===== src/rtl/vga_rd_pkg.sv =====
package vga_rd_pkg;
   typedef enum logic [1:0] {
      ACC_MISS    = 2'd0,
      ACC_CHAIN   = 2'd1,
      ACC_ODDEVEN = 2'd2,
      ACC_PLANAR  = 2'd3
   } acc_kind_t;
endpackage


===== src/rtl/vga_win_decode.sv =====
module vga_win_decode #(
   parameter int ADDR_W = 20,
   parameter int WIN_AW = 17
) (
   input  logic [ADDR_W-1:0] addr,
   input  logic [1:0]        map_mode,
   output logic              hit,
   output logic [WIN_AW-1:0] rel_off
);
   localparam longint SPAN    = 64'd1 << WIN_AW;
   localparam logic [WIN_AW:0]   LIM_FULL = (WIN_AW+1)'(SPAN);
   localparam logic [WIN_AW:0]   LIM_HALF = (WIN_AW+1)'(SPAN / 2);
   localparam logic [WIN_AW:0]   LIM_QTR  = (WIN_AW+1)'(SPAN / 4);
   localparam logic [WIN_AW-1:0] BASE_HI  = WIN_AW'(SPAN / 2);
   localparam logic [WIN_AW-1:0] BASE_TOP = WIN_AW'(SPAN / 2 + SPAN / 4);

   logic [WIN_AW-1:0] off;
   logic [WIN_AW-1:0] base;
   logic [WIN_AW:0]   lim;

   always_comb begin
      off = addr[WIN_AW-1:0];
      case (map_mode)
         2'd0:    begin base = '0;       lim = LIM_FULL; end
         2'd1:    begin base = '0;       lim = LIM_HALF; end
         2'd2:    begin base = BASE_HI;  lim = LIM_QTR;  end
         default: begin base = BASE_TOP; lim = LIM_QTR;  end
      endcase
      rel_off = off - base;
      hit     = ({1'b0, rel_off} < lim);
   end
endmodule


===== src/rtl/vga_addr_gen.sv =====
module vga_addr_gen
   import vga_rd_pkg::*;
#(
   parameter int WIN_AW = 17,
   parameter int PLANES = 4,
   localparam int PL_W  = $clog2(PLANES)
) (
   input  logic [WIN_AW-1:0] rel_off,
   input  logic              chain4,
   input  logic              odd_even,
   input  logic [PL_W-1:0]   read_plane,
   output acc_kind_t         kind,
   output logic [WIN_AW-1:0] word_addr,
   output logic [PL_W-1:0]   lane
);
   always_comb begin
      if (chain4) begin
         kind      = ACC_CHAIN;
         word_addr = rel_off >> PL_W;
         lane      = rel_off[PL_W-1:0];
      end else if (odd_even) begin
         kind      = ACC_ODDEVEN;
         word_addr = rel_off >> 1;
         lane      = {read_plane[PL_W-1:1], rel_off[0]};
      end else begin
         kind      = ACC_PLANAR;
         word_addr = rel_off;
         lane      = read_plane;
      end
   end
endmodule


===== src/rtl/vga_byte_select.sv =====
module vga_byte_select
   import vga_rd_pkg::*;
#(
   parameter int PLANES = 4,
   parameter int LANE_W = 8,
   localparam int PL_W   = $clog2(PLANES),
   localparam int DATA_W = PLANES * LANE_W
) (
   input  logic [DATA_W-1:0] word,
   input  acc_kind_t         kind,
   input  logic [PL_W-1:0]   lane,
   input  logic              cmp_mode,
   input  logic [PLANES-1:0] cmp_color,
   input  logic [PLANES-1:0] care,
   output logic [LANE_W-1:0] byte_out
);
   logic [LANE_W-1:0] plane_diff [PLANES];
   logic [LANE_W-1:0] plane_byte [PLANES];
   logic [LANE_W-1:0] mismatch;

   for (genvar p = 0; p < PLANES; p++) begin : g_plane
      assign plane_byte[p] = word[p*LANE_W +: LANE_W];
      assign plane_diff[p] = (plane_byte[p] ^ {LANE_W{cmp_color[p]}})
                             & {LANE_W{care[p]}};
   end

   always_comb begin
      mismatch = '0;
      for (int p = 0; p < PLANES; p++) begin
         mismatch = mismatch | plane_diff[p];
      end
   end

   always_comb begin
      if (kind == ACC_MISS) begin
         byte_out = '1;
      end else if (kind == ACC_PLANAR && cmp_mode) begin
         byte_out = ~mismatch;
      end else begin
         byte_out = plane_byte[lane];
      end
   end
endmodule


===== src/rtl/vga_plane_reader.sv =====
module vga_plane_reader
   import vga_rd_pkg::*;
#(
   parameter int ADDR_W = 20,
   parameter int WIN_AW = 17,
   parameter int PLANES = 4,
   parameter int LANE_W = 8,
   localparam int DATA_W = PLANES * LANE_W,
   localparam int PL_W   = $clog2(PLANES)
) (
   input  logic              clk,
   input  logic              rst_n,
   input  logic              rd_req,
   input  logic [ADDR_W-1:0] rd_addr,
   input  logic [1:0]        gfx_map_mode,
   input  logic              gfx_odd_even,
   input  logic              gfx_cmp_mode,
   input  logic [PL_W-1:0]   gfx_read_plane,
   input  logic [PLANES-1:0] gfx_color_cmp,
   input  logic [PLANES-1:0] gfx_color_care,
   input  logic              seq_chain4,
   output logic              mem_rd_en,
   output logic [WIN_AW-1:0] mem_rd_addr,
   input  logic [DATA_W-1:0] mem_rd_data,
   output logic              rd_valid,
   output logic [LANE_W-1:0] rd_data,
   output logic [DATA_W-1:0] latch_o
);
   if (PLANES != 4) begin : g_bad_planes
      $error("vga_plane_reader: odd/even and chain-4 need exactly four planes");
   end
   if (ADDR_W < WIN_AW) begin : g_bad_addr
      $error("vga_plane_reader: bus address narrower than the window");
   end
   if (WIN_AW < 4) begin : g_bad_win
      $error("vga_plane_reader: window too small for four apertures");
   end

   logic              win_hit;
   logic [WIN_AW-1:0] rel_off;
   acc_kind_t         gen_kind;
   logic [WIN_AW-1:0] gen_addr;
   logic [PL_W-1:0]   gen_lane;

   vga_win_decode #(.ADDR_W(ADDR_W), .WIN_AW(WIN_AW)) u_win (
      .addr     (rd_addr),
      .map_mode (gfx_map_mode),
      .hit      (win_hit),
      .rel_off  (rel_off)
   );

   vga_addr_gen #(.WIN_AW(WIN_AW), .PLANES(PLANES)) u_agen (
      .rel_off    (rel_off),
      .chain4     (seq_chain4),
      .odd_even   (gfx_odd_even),
      .read_plane (gfx_read_plane),
      .kind       (gen_kind),
      .word_addr  (gen_addr),
      .lane       (gen_lane)
   );

   assign mem_rd_en   = rd_req && win_hit;
   assign mem_rd_addr = gen_addr;

   acc_kind_t         s_kind;
   logic              s_valid;
   logic [PL_W-1:0]   s_lane;
   logic              s_cmp_mode;
   logic [PLANES-1:0] s_cmp;
   logic [PLANES-1:0] s_care;
   logic [DATA_W-1:0] latch_q;

   always_ff @(posedge clk or negedge rst_n) begin
      if (!rst_n) begin
         s_valid    <= 1'b0;
         s_kind     <= ACC_MISS;
         s_lane     <= '0;
         s_cmp_mode <= 1'b0;
         s_cmp      <= '0;
         s_care     <= '0;
      end else begin
         s_valid <= rd_req;
         if (rd_req) begin
            s_kind     <= win_hit ? gen_kind : ACC_MISS;
            s_lane     <= gen_lane;
            s_cmp_mode <= gfx_cmp_mode;
            s_cmp      <= gfx_color_cmp;
            s_care     <= gfx_color_care;
         end
      end
   end

   always_ff @(posedge clk or negedge rst_n) begin
      if (!rst_n) begin
         latch_q <= '0;
      end else if (s_valid && s_kind == ACC_PLANAR) begin
         latch_q <= mem_rd_data;
      end
   end

   vga_byte_select #(.PLANES(PLANES), .LANE_W(LANE_W)) u_sel (
      .word      (mem_rd_data),
      .kind      (s_kind),
      .lane      (s_lane),
      .cmp_mode  (s_cmp_mode),
      .cmp_color (s_cmp),
      .care      (s_care),
      .byte_out  (rd_data)
   );

   assign rd_valid = s_valid;
   assign latch_o  = latch_q;
endmodule


===== config.mk =====
export PLATFORM = sky130hd
export DESIGN_NAME = vga_plane_reader
export DESIGN_NICKNAME = d
export VERILOG_FILES = /design/src/rtl/vga_rd_pkg.sv /design/src/rtl/vga_win_decode.sv /design/src/rtl/vga_addr_gen.sv /design/src/rtl/vga_byte_select.sv /design/src/rtl/vga_plane_reader.sv
export SDC_FILE = /design/constraint.sdc
export NUM_CORES = 1
export LEC_CHECK = 0
export CORE_ASPECT_RATIO = 1.4
export CORE_MARGIN = 5
export CORE_UTILIZATION = 39
export CTS_CLUSTER_DIAMETER = 80
export DETAILED_ROUTE_END_ITERATION = 16
export PLACE_DENSITY = 0.75
export SETUP_SLACK_MARGIN = 0.5
export SYNTH_ARGS = -nofsm -noshare
export SYNTH_HDL_FRONTEND = slang
export SYNTH_SLANG_ARGS = --single-unit

===== constraint.sdc =====
create_clock -name clk -period 1.7 [get_ports clk]
set_input_delay 0.255 -clock clk [delete_from_list [all_inputs] [get_ports clk]]
set_output_delay 0.255 -clock clk [all_outputs]
set_load 0.02 [all_outputs]

==> flow_metrics.py <==
metrics = {
    "timing": {
        "worst_pin_slew_ns": 0.475,
        "whs_ns": 0.423,
        "fin_ws_ns": -0.249,
        "rsz0062_at_grt": "true",
        "fin_worst_skew_ns": 0.0102,
        "timing.final.crit_period_ns": 1.95,
        "fmax_mhz": 513,
        "hold_violations": 0,
        "setup_violations": 8,
        "slew_headroom": 0.684,
        "report.final.slew_viol_count": 0,
        "period_share": 1.15,
    },
    "cts": {
        "h-tree-depth": 2,
        "cts_root_buffer": "clkbuf_8",
        "cts.clk_slew.worst_paths_ns": 0.08,
        "cts.sinks": 46,
        "clk_latency_ns": 0.30,
        "cts_buffers": 5,
        "cts_tree": "done",
        "cts_buffer_depth": 2,
    },
    "hold_path": {
        "hold_class": "input pin to flop",
        "min_from": "seq_chain4",
    },
    "power_and_ir_drop": {
        "cellPowerDensity_nw_per_um2": 947,
        "leakagePower_uw": 0.00239,
        "peakVddDrop_mv": 0.445,
    },
    "worst_setup_path": {
        "cp_max_fo": 5,
        "cp_slowest_cell": "mux4_2",
        "required_ns": 1.44,
        "path_buf_inv": 2,
        "rr_startpoint": "s_kind[1]$_DFFE_PN0P_",
        "cp_slowest_stage_delay_ns": 0.50,
        "crit_chain": "buf_6 -> mux4_2 -> nand2_1 -> o211ai_1 -> buf_4",
        "path_class": "flop to primary output",
        "cp-start-kind": "flop",
        "crit_arrival_ns": 1.69,
        "startpoint": "s_lane[0]$_DFFE_PN0P_",
        "cp_top_family": "multiplexers",
        "r2r_slack_ns": 0.21,
        "end_kind": "primary output",
    },
    "synthesis": {
        "synthArstFlopShare": 1.00,
        "ys_warn_count": 0,
        "synth_top_area_share": 0.400,
        "synth.ff_latch_count": 46,
        "syn_avg_cell_area_um2": 11.0,
        "postSynthCellCount": 262,
        "synthFlopType": "dfrtp_1",
        "synth.distinct_cells": 27,
        "post-synth-top-count-cell": "dfrtp_1",
        "synth_seq_area_share": 0.400,
        "syn_area_um2": 2880,
        "synth_edf_count": 0,
        "synth_top_cells_by_count": "dfrtp_1 (46), xor2_1 (33), mux2_1 (30), nand2_1 (30)",
        "synth_top_cell_by_area": "dfrtp_1",
        "synth_nets": 333,
        "synthTopCellsByArea": "dfrtp_1 (40%), mux2_1 (12%), xor2_1 (10%)",
    },
    "global_routing": {
        "antenna_found_initial": 0,
        "grt_max_degree": 28,
        "gr-total-overflow": 0,
        "grt_pass1_vias": 3216,
        "track_usage": 0.220,
        "grt_pass1_wl_mm": 15.6,
    },
    "floorplan": {
        "coreArea_um2": 7270,
        "start_util": 0.396,
        "die_h_um": 112,
        "dieArea_um2": 9220,
        "fp.dieW_um": 82.6,
        "ios": 129,
        "fp-row-count": 37,
    },
    "routing": {
        "vias": 2761,
        "dr.pass1.iters": 4,
        "drc_errors": 0,
        "wl_per_cell_um": 18.9,
        "ant_nets": 0,
        "vias_per_cell": 5.28,
        "routed_wl_mm": 9.87,
        "drt_iter0_markers": 124,
    },
    "place": {
        "dpl_worst_slack_ns": -0.793,
        "gp_congestion": 0.796,
        "placed_area_um2": 4490,
        "hpwl_mm": 6.93,
        "port_buffers": 125,
    },
    "finish": {
        "syn_to_final_growth_pct": 75.5,
        "drive_gt1_frac": 0.479,
        "fill_cells": 569,
        "nets": 496,
        "final_area_um2": 5050,
        "num_antenna_cells": 0,
    },
    "run": {
        "drv_cap": 0,
    },
    "run_status": {
        "outcome": "finished with violations",
        "violations": "setup timing",
    },
}
-- state kept, by name, summed over array words and instances (netlist names) --
signal and flops:
latch_o 32, s_care 4, s_cmp 4, s_kind 2, s_lane 2, rd_valid 1
s_cmp_mode 1
-- stage by stage --
stage                     power [uW]  cells  TNS (ns)  utilization
final                           4780    523     -1.87        0.695
after CTS                       4780    512     -1.98        0.673
after detailed placement        3980    489    -13.33        0.617
after global placement          3920    489    -12.78        0.617
after floorplan                 2780    262         0            -
after global routing            5040    523     -2.68        0.695
-- what timing repair did --
item / 4_1_cts / 5_1_grt
cloned: 5 / 0
resized for setup: 360 / 40
buffers inserted: 9 / 11
endpoints found under the hold margin: 19 / 0
pin swaps: 16 / 18
setup endpoints to repair: 94 / 74
hold buffers: 1 / 0
-- per-layer routing --
layer	GRT usage	up-vias	routed length (um)
li1	-	1256	-
met1	0.218	1378	3390
met2	0.419	106	5540
met3	0.0566	21	683
met4	0.0807	0	260
met5	0	-	0
-- kinds of logic after synthesis --
logic type / after synthesis / synth area share
simple gates: 42 / 0.0604
mux: 65 / 0.279
buf+inv: 27 / 0.0482
flops: 46 / 0.400
fa+ha+maj: 1 / 0.00435
xor+xnor: 34 / 0.103
compound gates: 47 / 0.105
-- worst paths after layout --
check	to	depth (start not counted)
worst max register to register	latch_o[28]$_DFFE_PN0P_	7
min in group asynchronous	latch_o[7]$_DFFE_PN0P_	2
max in group asynchronous	s_cmp[1]$_DFFE_PN0P_	3
worst max-delay path	rd_data[7]	5
worst min-delay path	s_kind[1]$_DFFE_PN0P_	3
worst min register to register	latch_o[28]$_DFFE_PN0P_	1
-- tightest hold or removal path, cell delays in order --
cell	delay, ns
buf_2	0.17
buf_16	0.17
o22ai_4	0.07
-- layout make-up --
class | instances | area, um2 | share of cell area
clock buffers | 7 | 96.3 | 0.0191
clock inverters | 1 | 8.76 | 0.00173
multi-input cells | 189 | 1900 | 0.376
inverters | 5 | 18.8 | 0.00371
well taps | 97 | 121 | 0.0240
repair buffers | 178 | 1750 | 0.346
flip-flops and latches | 46 | 1160 | 0.229
-- power by group --
part	total, uW	internal (uW)	switching [uW]
Clock	751	373	378
Combinational	2360	1210	1150
Sequential	1680	1430	245
-- cells in the final DEF, fill, tap and decap left out, types with 3 or more instances in the layout --
cell	n
o21ai_2	5
mux2i_1	13
mux2_4	31
clkdlybuf4s50_1	44
dlygate4sd2_1	15
o211ai_1	8
buf_12	10
o21ai_1	8
buf_2	35
nor2_1	4
buf_8	5
dfrtp_2	4
clkbuf_8	7
a22oi_1	16
inv_1	3
buf_6	27
mux4_2	8
mux2_2	9
buf_16	5
dfrtp_1	42
buf_4	34
nand2_1	28
xor2_1	32
Power figures use the tool's default switching activity.
